File: src/rtl/txgate_pkg.sv
package txgate_pkg;
  typedef enum logic [1:0] {
    ERR_OK      = 2'd0,
    ERR_NOSPACE = 2'd1,
    ERR_CLOSED  = 2'd2,
    ERR_RSVD    = 2'd3
  } gateErr_e;

  // Strobes from the control FSM to the space datapath
  typedef struct packed {
    logic reqTake;   // request handshake this cycle
    logic beatTake;  // payload beat handshake this cycle
    logic lastTake;  // final payload beat handshake this cycle
  } gateStrobe_t;
endpackage

File: src/rtl/txgate_ctrl.sv
module txgate_ctrl
  import txgate_pkg::*;
(
  input  logic        clk,
  input  logic        rstN,
  input  logic        reqValid,
  input  logic        rspReady,
  input  logic        inValid,
  input  logic        inLast,
  input  logic        bufReady,
  input  logic        dataPending,
  output logic        reqReady,
  output logic        rspValid,
  output logic        passOpen,
  output gateStrobe_t strobe
);
  typedef enum logic [1:0] {S_IDLE, S_RESP, S_DATA} state_e;
  state_e state, stateNext;

  always_comb begin
    reqReady        = (state == S_IDLE);
    rspValid        = (state == S_RESP);
    passOpen        = (state == S_DATA);
    strobe.reqTake  = reqReady && reqValid;
    strobe.beatTake = passOpen && inValid && bufReady;
    strobe.lastTake = strobe.beatTake && inLast;
    stateNext       = state;
    case (state)
      S_IDLE: if (strobe.reqTake) stateNext = S_RESP;
      S_RESP: if (rspReady) stateNext = dataPending ? S_DATA : S_IDLE;
      S_DATA: if (strobe.lastTake) stateNext = S_IDLE;
      default: stateNext = S_IDLE;
    endcase
  end

  always_ff @(posedge clk or negedge rstN) begin
    if (!rstN) state <= S_IDLE;
    else       state <= stateNext;
  end
endmodule

File: src/rtl/txgate_space_dp.sv
module txgate_space_dp
  import txgate_pkg::*;
#(
  parameter int DATA_BYTES   = 64,
  parameter int NUM_SESSIONS = 16,
  parameter int BUF_BYTES    = 65536
) (
  input  logic                  clk,
  input  logic                  rstN,
  input  gateStrobe_t           strobe,
  input  logic [15:0]           reqSid,
  input  logic [15:0]           reqLen,
  input  logic                  credValid,
  input  logic [15:0]           credSid,
  input  logic [15:0]           credBytes,
  input  logic                  ctlValid,
  input  logic [15:0]           ctlSid,
  input  logic                  ctlOpen,
  input  logic [DATA_BYTES-1:0] inKeep,
  output logic [15:0]           rspSid,
  output logic [15:0]           rspLen,
  output logic [29:0]           rspSpace,
  output logic [1:0]            rspErr,
  output logic                  dataPending,
  output logic                  lenErr
);
  localparam int IDX_W   = $clog2(NUM_SESSIONS);
  localparam int SPACE_W = 30;
  localparam int KCNT_W  = $clog2(DATA_BYTES + 1);
  localparam int CNT_W   = 24;
  localparam logic [SPACE_W-1:0] FULL = SPACE_W'(BUF_BYTES);

  logic [SPACE_W-1:0]      freeArr [NUM_SESSIONS];
  logic [NUM_SESSIONS-1:0] openVec;

  // Request lookup and decision
  logic               reqInRange, curOpen, fits;
  logic [IDX_W-1:0]   reqIdx;
  logic [SPACE_W-1:0] curFree;
  gateErr_e           reqErr;

  always_comb begin
    reqInRange = ({16'b0, reqSid} < 32'(NUM_SESSIONS));
    reqIdx     = reqSid[IDX_W-1:0];
    curOpen    = reqInRange && openVec[reqIdx];
    curFree    = reqInRange ? freeArr[reqIdx] : '0;
    fits       = ({14'b0, reqLen} <= curFree);
    if (!curOpen)   reqErr = ERR_CLOSED;
    else if (!fits) reqErr = ERR_NOSPACE;
    else            reqErr = ERR_OK;
  end

  // Per-session free-space entries
  for (genvar g = 0; g < NUM_SESSIONS; g++) begin : g_sess
    logic               openQ, ctlHit, deduct, credit;
    logic [SPACE_W-1:0] spaceQ;
    logic [SPACE_W:0]   sum;

    assign ctlHit = ctlValid && (ctlSid == 16'(g));
    assign deduct = strobe.reqTake && reqInRange && (reqIdx == IDX_W'(g)) && (reqErr == ERR_OK);
    assign credit = credValid && (credSid == 16'(g)) && openQ;

    always_comb begin
      sum = {1'b0, spaceQ};
      if (deduct) sum = sum - {15'b0, reqLen};
      if (credit) sum = sum + {15'b0, credBytes};
    end

    always_ff @(posedge clk or negedge rstN) begin
      if (!rstN) begin
        openQ  <= 1'b0;
        spaceQ <= '0;
      end else if (ctlHit) begin
        openQ  <= ctlOpen;
        spaceQ <= ctlOpen ? FULL : '0;
      end else if (sum > {1'b0, FULL}) begin
        spaceQ <= FULL;
      end else begin
        spaceQ <= sum[SPACE_W-1:0];
      end
    end

    assign freeArr[g] = spaceQ;
    assign openVec[g] = openQ;
  end

  // Keep-bit population count for the current beat
  logic [KCNT_W-1:0] keepCount;
  always_comb begin
    keepCount = '0;
    for (int b = 0; b < DATA_BYTES; b++) keepCount = keepCount + KCNT_W'(inKeep[b]);
  end

  logic [CNT_W-1:0] byteCnt, byteSum;
  assign byteSum = byteCnt + CNT_W'(keepCount);

  always_ff @(posedge clk or negedge rstN) begin
    if (!rstN) begin
      rspSid      <= '0;
      rspLen      <= '0;
      rspSpace    <= '0;
      rspErr      <= ERR_OK;
      dataPending <= 1'b0;
      byteCnt     <= '0;
      lenErr      <= 1'b0;
    end else begin
      lenErr <= strobe.lastTake && (byteSum != CNT_W'(rspLen));
      if (strobe.reqTake) begin
        rspSid      <= reqSid;
        rspLen      <= reqLen;
        rspErr      <= reqErr;
        dataPending <= (reqErr == ERR_OK) && (reqLen != 16'd0);
        byteCnt     <= '0;
        case (reqErr)
          ERR_OK:      rspSpace <= curFree - {14'b0, reqLen};
          ERR_NOSPACE: rspSpace <= curFree;
          default:     rspSpace <= '0;
        endcase
      end else if (strobe.beatTake) begin
        byteCnt <= byteSum;
      end
    end
  end
endmodule

File: src/rtl/tx_credit_gate.sv
module tx_credit_gate
  import txgate_pkg::*;
#(
  parameter int DATA_BYTES   = 64,
  parameter int NUM_SESSIONS = 16,
  parameter int BUF_BYTES    = 65536
) (
  input  logic                    clk,
  input  logic                    rstN,
  input  logic                    reqValid,
  output logic                    reqReady,
  input  logic [15:0]             reqSid,
  input  logic [15:0]             reqLen,
  output logic                    rspValid,
  input  logic                    rspReady,
  output logic [15:0]             rspSid,
  output logic [15:0]             rspLen,
  output logic [29:0]             rspSpace,
  output logic [1:0]              rspErr,
  input  logic                    inValid,
  output logic                    inReady,
  input  logic [DATA_BYTES*8-1:0] inData,
  input  logic [DATA_BYTES-1:0]   inKeep,
  input  logic                    inLast,
  output logic                    bufValid,
  input  logic                    bufReady,
  output logic [DATA_BYTES*8-1:0] bufData,
  output logic [DATA_BYTES-1:0]   bufKeep,
  output logic                    bufLast,
  output logic [15:0]             bufSid,
  input  logic                    credValid,
  input  logic [15:0]             credSid,
  input  logic [15:0]             credBytes,
  input  logic                    ctlValid,
  input  logic [15:0]             ctlSid,
  input  logic                    ctlOpen,
  output logic                    lenErr
);
  gateStrobe_t strobe;
  logic        passOpen, dataPending;

  txgate_ctrl ctrl_i (
    .clk, .rstN, .reqValid, .rspReady, .inValid, .inLast, .bufReady,
    .dataPending, .reqReady, .rspValid, .passOpen, .strobe
  );

  txgate_space_dp #(
    .DATA_BYTES(DATA_BYTES), .NUM_SESSIONS(NUM_SESSIONS), .BUF_BYTES(BUF_BYTES)
  ) dp_i (
    .clk, .rstN, .strobe, .reqSid, .reqLen, .credValid, .credSid, .credBytes,
    .ctlValid, .ctlSid, .ctlOpen, .inKeep, .rspSid, .rspLen, .rspSpace,
    .rspErr, .dataPending, .lenErr
  );

  assign inReady  = passOpen && bufReady;
  assign bufValid = passOpen && inValid;
  assign bufData  = inData;
  assign bufKeep  = inKeep;
  assign bufLast  = inLast;
  assign bufSid   = rspSid;
endmodule

File: config.mk
export PLATFORM = sky130hd
export DESIGN_NAME = tx_credit_gate
export DESIGN_NICKNAME = d
export VERILOG_FILES = /design/src/rtl/txgate_pkg.sv /design/src/rtl/txgate_ctrl.sv /design/src/rtl/txgate_space_dp.sv /design/src/rtl/tx_credit_gate.sv
export SDC_FILE = /design/constraint.sdc
export NUM_CORES = 2
export LEC_CHECK = 0
export BUFFER_PORTS_ARGS = -buffer_cell sky130_fd_sc_hd__buf_2
export CORE_AREA = 8 8 508 510
export DETAILED_ROUTE_END_ITERATION = 16
export DIE_AREA = 0 0 516 518
export HOLD_SLACK_MARGIN = 0.02
export PLACE_DENSITY = 0.57
export RECOVER_POWER = 100
export SETUP_SLACK_MARGIN = 0.02
export SYNTH_ARGS = -nofsm -noshare
export SYNTH_HDL_FRONTEND = slang
export SYNTH_HIERARCHICAL = 1
export SYNTH_SLANG_ARGS = --single-unit
File: constraint.sdc
create_clock -name clk -period 9.07 [get_ports clk]
set_input_delay 0.4535 -clock clk [delete_from_list [all_inputs] [get_ports clk]]
set_output_delay 0.4535 -clock clk [all_outputs]
set_load 0.05 [all_outputs]
==> results.json <==
{
  "reg2regPathDepth": 33,
  "ir_drop_uv": 708.6,
  "setup_slack_ns": 0.2801,
  "final_max_slew_viol_count": 341,
  "die-area_um2": 267300,
  "drt_first_pass_iters": 7,
  "worstHoldStart": "reqLen[7]",
  "antenna_found_initial": 76,
  "antenna_left": 0,
  "synth_edf_count": 0,
  "violations": "capacitance limit, slew limit",
  "drt_wl_total_um": 434200,
  "worstSkewPairLatency_ns": 0.73,
  "slew_headroom": -2.956,
  "slowest_stage": "mux4_2",
  "crit_type": "flip-flop to flip-flop",
  "cts-root-buf": "clkbuf_16",
  "drtIter0Drc": 8626,
  "drv_cap": 22,
  "synth_top_area_frac": 0.2013,
  "clockBufferDepth": 3,
  "drive_gt1_frac": 0.1336,
  "slowest_delay_ns": 0.56,
  "cts_max_level": 3,
  "hold_viol": 0,
  "dp_slack_ns": -0.06673,
  "min_path_type": "input pin to flip-flop",
  "cp.arrival_ns": 9.32,
  "routabilityCongestion": 1.122,
  "finalSetupViolCount": 0,
  "synthArstFlopShare": 1.000,
  "synth.distinct_cells": 120,
  "core_um2": 250000,
  "synthCells": 8872,
  "worst_pin_slew_ns": 5.934,
  "gr-total-overflow": 0,
  "synth_seq_cells": 588,
  "start_util": 0.2923,
  "endpoint_kind": "flip-flop",
  "min_to": "dp_i/rspLen[7]",
  "fin_worst_skew_ns": 0.06359,
  "path_clk_slew_ns": 0.06,
  "grt_use_total": 0.3075,
  "wl_per_cell_um": 34.68,
  "grt_max_degree": 134,
  "synth_top_cell_by_area": "dfrtp_1",
  "post-route-min-period_ns": 8.790,
  "syn_area_um2": 73080,
  "max_freq_mhz": 113.8,
  "synthTopCellsByArea": "dfrtp_1 (20%), ha_1 (9.5%), buf_4 (6.3%)",
  "rrSetupSlack_ns": 0.28,
  "synth_common_cells": "nor2_1 (806), nand2_1 (664), buf_4 (610), dfrtp_1 (588), ha_1 (555)",
  "cts_sinks": 588,
  "hold_depth": 2,
  "grt_first_pass_wirelength_um": 578800,
  "vias": 74461,
  "cts_tree": "done",
  "port_buffers": 303,
  "worstPathMaxFanout": 17,
  "avgSynthCellArea_um2": 8.237,
  "drc": 0,
  "startpoint_type": "flip-flop",
  "worstPathRequired_ns": 9.60,
  "nets": 10382,
  "yosysMostFrequentCell": "nor2_1",
  "std_cell_rows": 184,
  "io-pin-count": 1328,
  "synth-main-ff-cell": "dfrtp_1",
  "cts_inserted_buffers": 81,
  "r2r-end": "dp_i/g_sess[11].spaceQ[16]",
  "r2r-start": "dp_i/g_sess[0].spaceQ[0]",
  "ys_seq_area_frac": 0.2013,
  "grt_pass1_vias": 69872,
  "fin_cells": 12522,
  "power_leakage_nw": 34.90,
  "area_delta_synth_final_pct": 10.06,
  "period_share": 0.9691,
  "yosys_warnings": 6,
  "vias_per_cell": 5.946,
  "status": "finished, violations left",
  "p_per_area_nw_per_um2": 147.3,
  "fp.dieW_um": 516,
  "dp_hpwl_um": 361100,
  "rsz0062_at_grt": "false",
  "dp.cells": 12320,
  "die_y_um": 518
}
==> report_power, final <==
part	switching (mW)	leakage [nW]	internal [mW]	total [mW]
registers	0.220	7.57	2.71	2.93
clock network	1.42	1.32	1.94	3.37
logic	3.71	26.0	1.84	5.55
==> worst max-delay path: cells and delay by family, from the launching register on <==
kind | cells | cell delay [ns]
AOI/OAI and AO/OA | 15 | 3.15
adders and majority gates | 3 | 0.83
buffers and inverters | 6 | 1.02
DFF | 1 | 0.52
muxes | 3 | 1.49
and+or+nand+nor | 6 | 1.56
==> cell families (layout without fill, tap and decap cells) <==
| group | after synthesis | after routing | share of synthesized area |
|---|---|---|---|
| simple gates | 3040 | 3040 | 0.2082 |
| compound gates | 2303 | 2303 | 0.2144 |
| buf+inv | 1254 | 1307 | 0.09804 |
| fa+ha+maj | 644 | 644 | 0.1194 |
| xor+xnor | 633 | 633 | 0.07586 |
| flops | 588 | 588 | 0.2013 |
| mux | 409 | 409 | 0.08266 |
| other cells | 1 | 250 | 0.00005131 |
==> layout make-up <==
class,count,area [µm²]
Fill cell,26231,169600
Antenna cell,42,105.1
Multi-Input combinational cell,7237,52130
Timing Repair Buffer,806,5270
Clock inverter,39,397.9
Tap cell,3348,4189
Clock buffer,104,2285
Sequential cell,588,14710
Inverter,358,1344
==> placed cells by master, fill, tap and decap left out, drive strengths merged, types with 38 or more instances in the layout <==
cell / n
buf: 602
nand3: 217
a21oi: 513
mux4: 141
conb: 208
inv: 359
o31a: 47
nor4: 131
and2: 98
a31oi: 83
mux2i: 125
o2111ai: 38
o21bai: 68
nor3b: 45
fa: 89
a211oi: 161
nand2: 664
xor2: 264
a21boi: 43
nand2b: 97
nor2b: 83
or2: 66
nor3: 329
o21ai: 468
a2111oi: 45
clkbuf: 293
o21a: 122
o211ai: 86
xnor2: 369
mux2: 143
nor2: 806
and3: 86
ha: 555
dfrtp: 588
diode: 42
or3: 109
or4: 83
a21o: 175
nand4: 97
o31ai: 70
==> metrics by stage <==
step	instance area, µm²	hold WS, ns	utilization	TNS, ns	power (mW)
2_1_floorplan	74090	0.1579	-	0	6.280
3_3_place_gp	77780	0.4555	0.3111	0	8.535
3_5_place_dp	77780	0.4623	0.3111	-0.08733	8.600
4_1_cts	80620	0.03685	0.3224	0	12.04
5_1_grt	80340	0.07701	0.3213	0	12.32
6_report	80430	0.07353	0.3217	0	11.85
==> timing repair <==
| action | 4_1_cts | 5_1_grt |
|---|---|---|
| endpoints found under the setup margin | 0 | 80 |
| hold buffers | 15 | 0 |
| hold endpoints to repair | 104 | 0 |
| setup buffers | 0 | 2 |
| resized for setup | 0 | 8 |
==> routing by layer <==
metal	share of wire	global-route usage	routed length (µm)	vias to the layer above
met5	0.0033	0.03568	1432	-
met4	0.071	0.1747	30970	52
met3	0.20	0.2328	88620	968
met2	0.38	0.4137	164300	5025
met1	0.34	0.3413	148900	35973
li1	-	-	-	32443
==> how the worst max path moves through the flow <==
stage | startpoint | end | slack [ns] | cells past startpoint
floorplan | reqSid[1] | dp_i/g_sess[13].spaceQ[6] | 0.05 | 45
global placement | reqSid[1] | dp_i/g_sess[4].spaceQ[9] | 0.008 | 34
detailed placement | inKeep[59] | dp_i/lenErr | -0.07 | 33
CTS | dp_i/g_sess[0].spaceQ[0] | dp_i/g_sess[0].spaceQ[6] | 0.36 | 34
global route | dp_i/g_sess[4].spaceQ[0] | dp_i/g_sess[1].spaceQ[12] | 0.02 | 32
finish | dp_i/g_sess[0].spaceQ[0] | dp_i/g_sess[11].spaceQ[16] | 0.28 | 33
==> sequential cells by signal (all words and copies together), names as in the netlist <==
name	flops
dp_i/rspSpace	30
dp_i/byteCnt	24
ctrl_i/state	2
dp_i/rspSid	16
dp_i/lenErr	1
dp_i/rspLen	16
dp_i/g_sess.openQ	16
dp_i/rspErr	2
dp_i/g_sess.spaceQ	480
dp_i/dataPending	1
No activity file was read; power rests on OpenSTA's default activity.
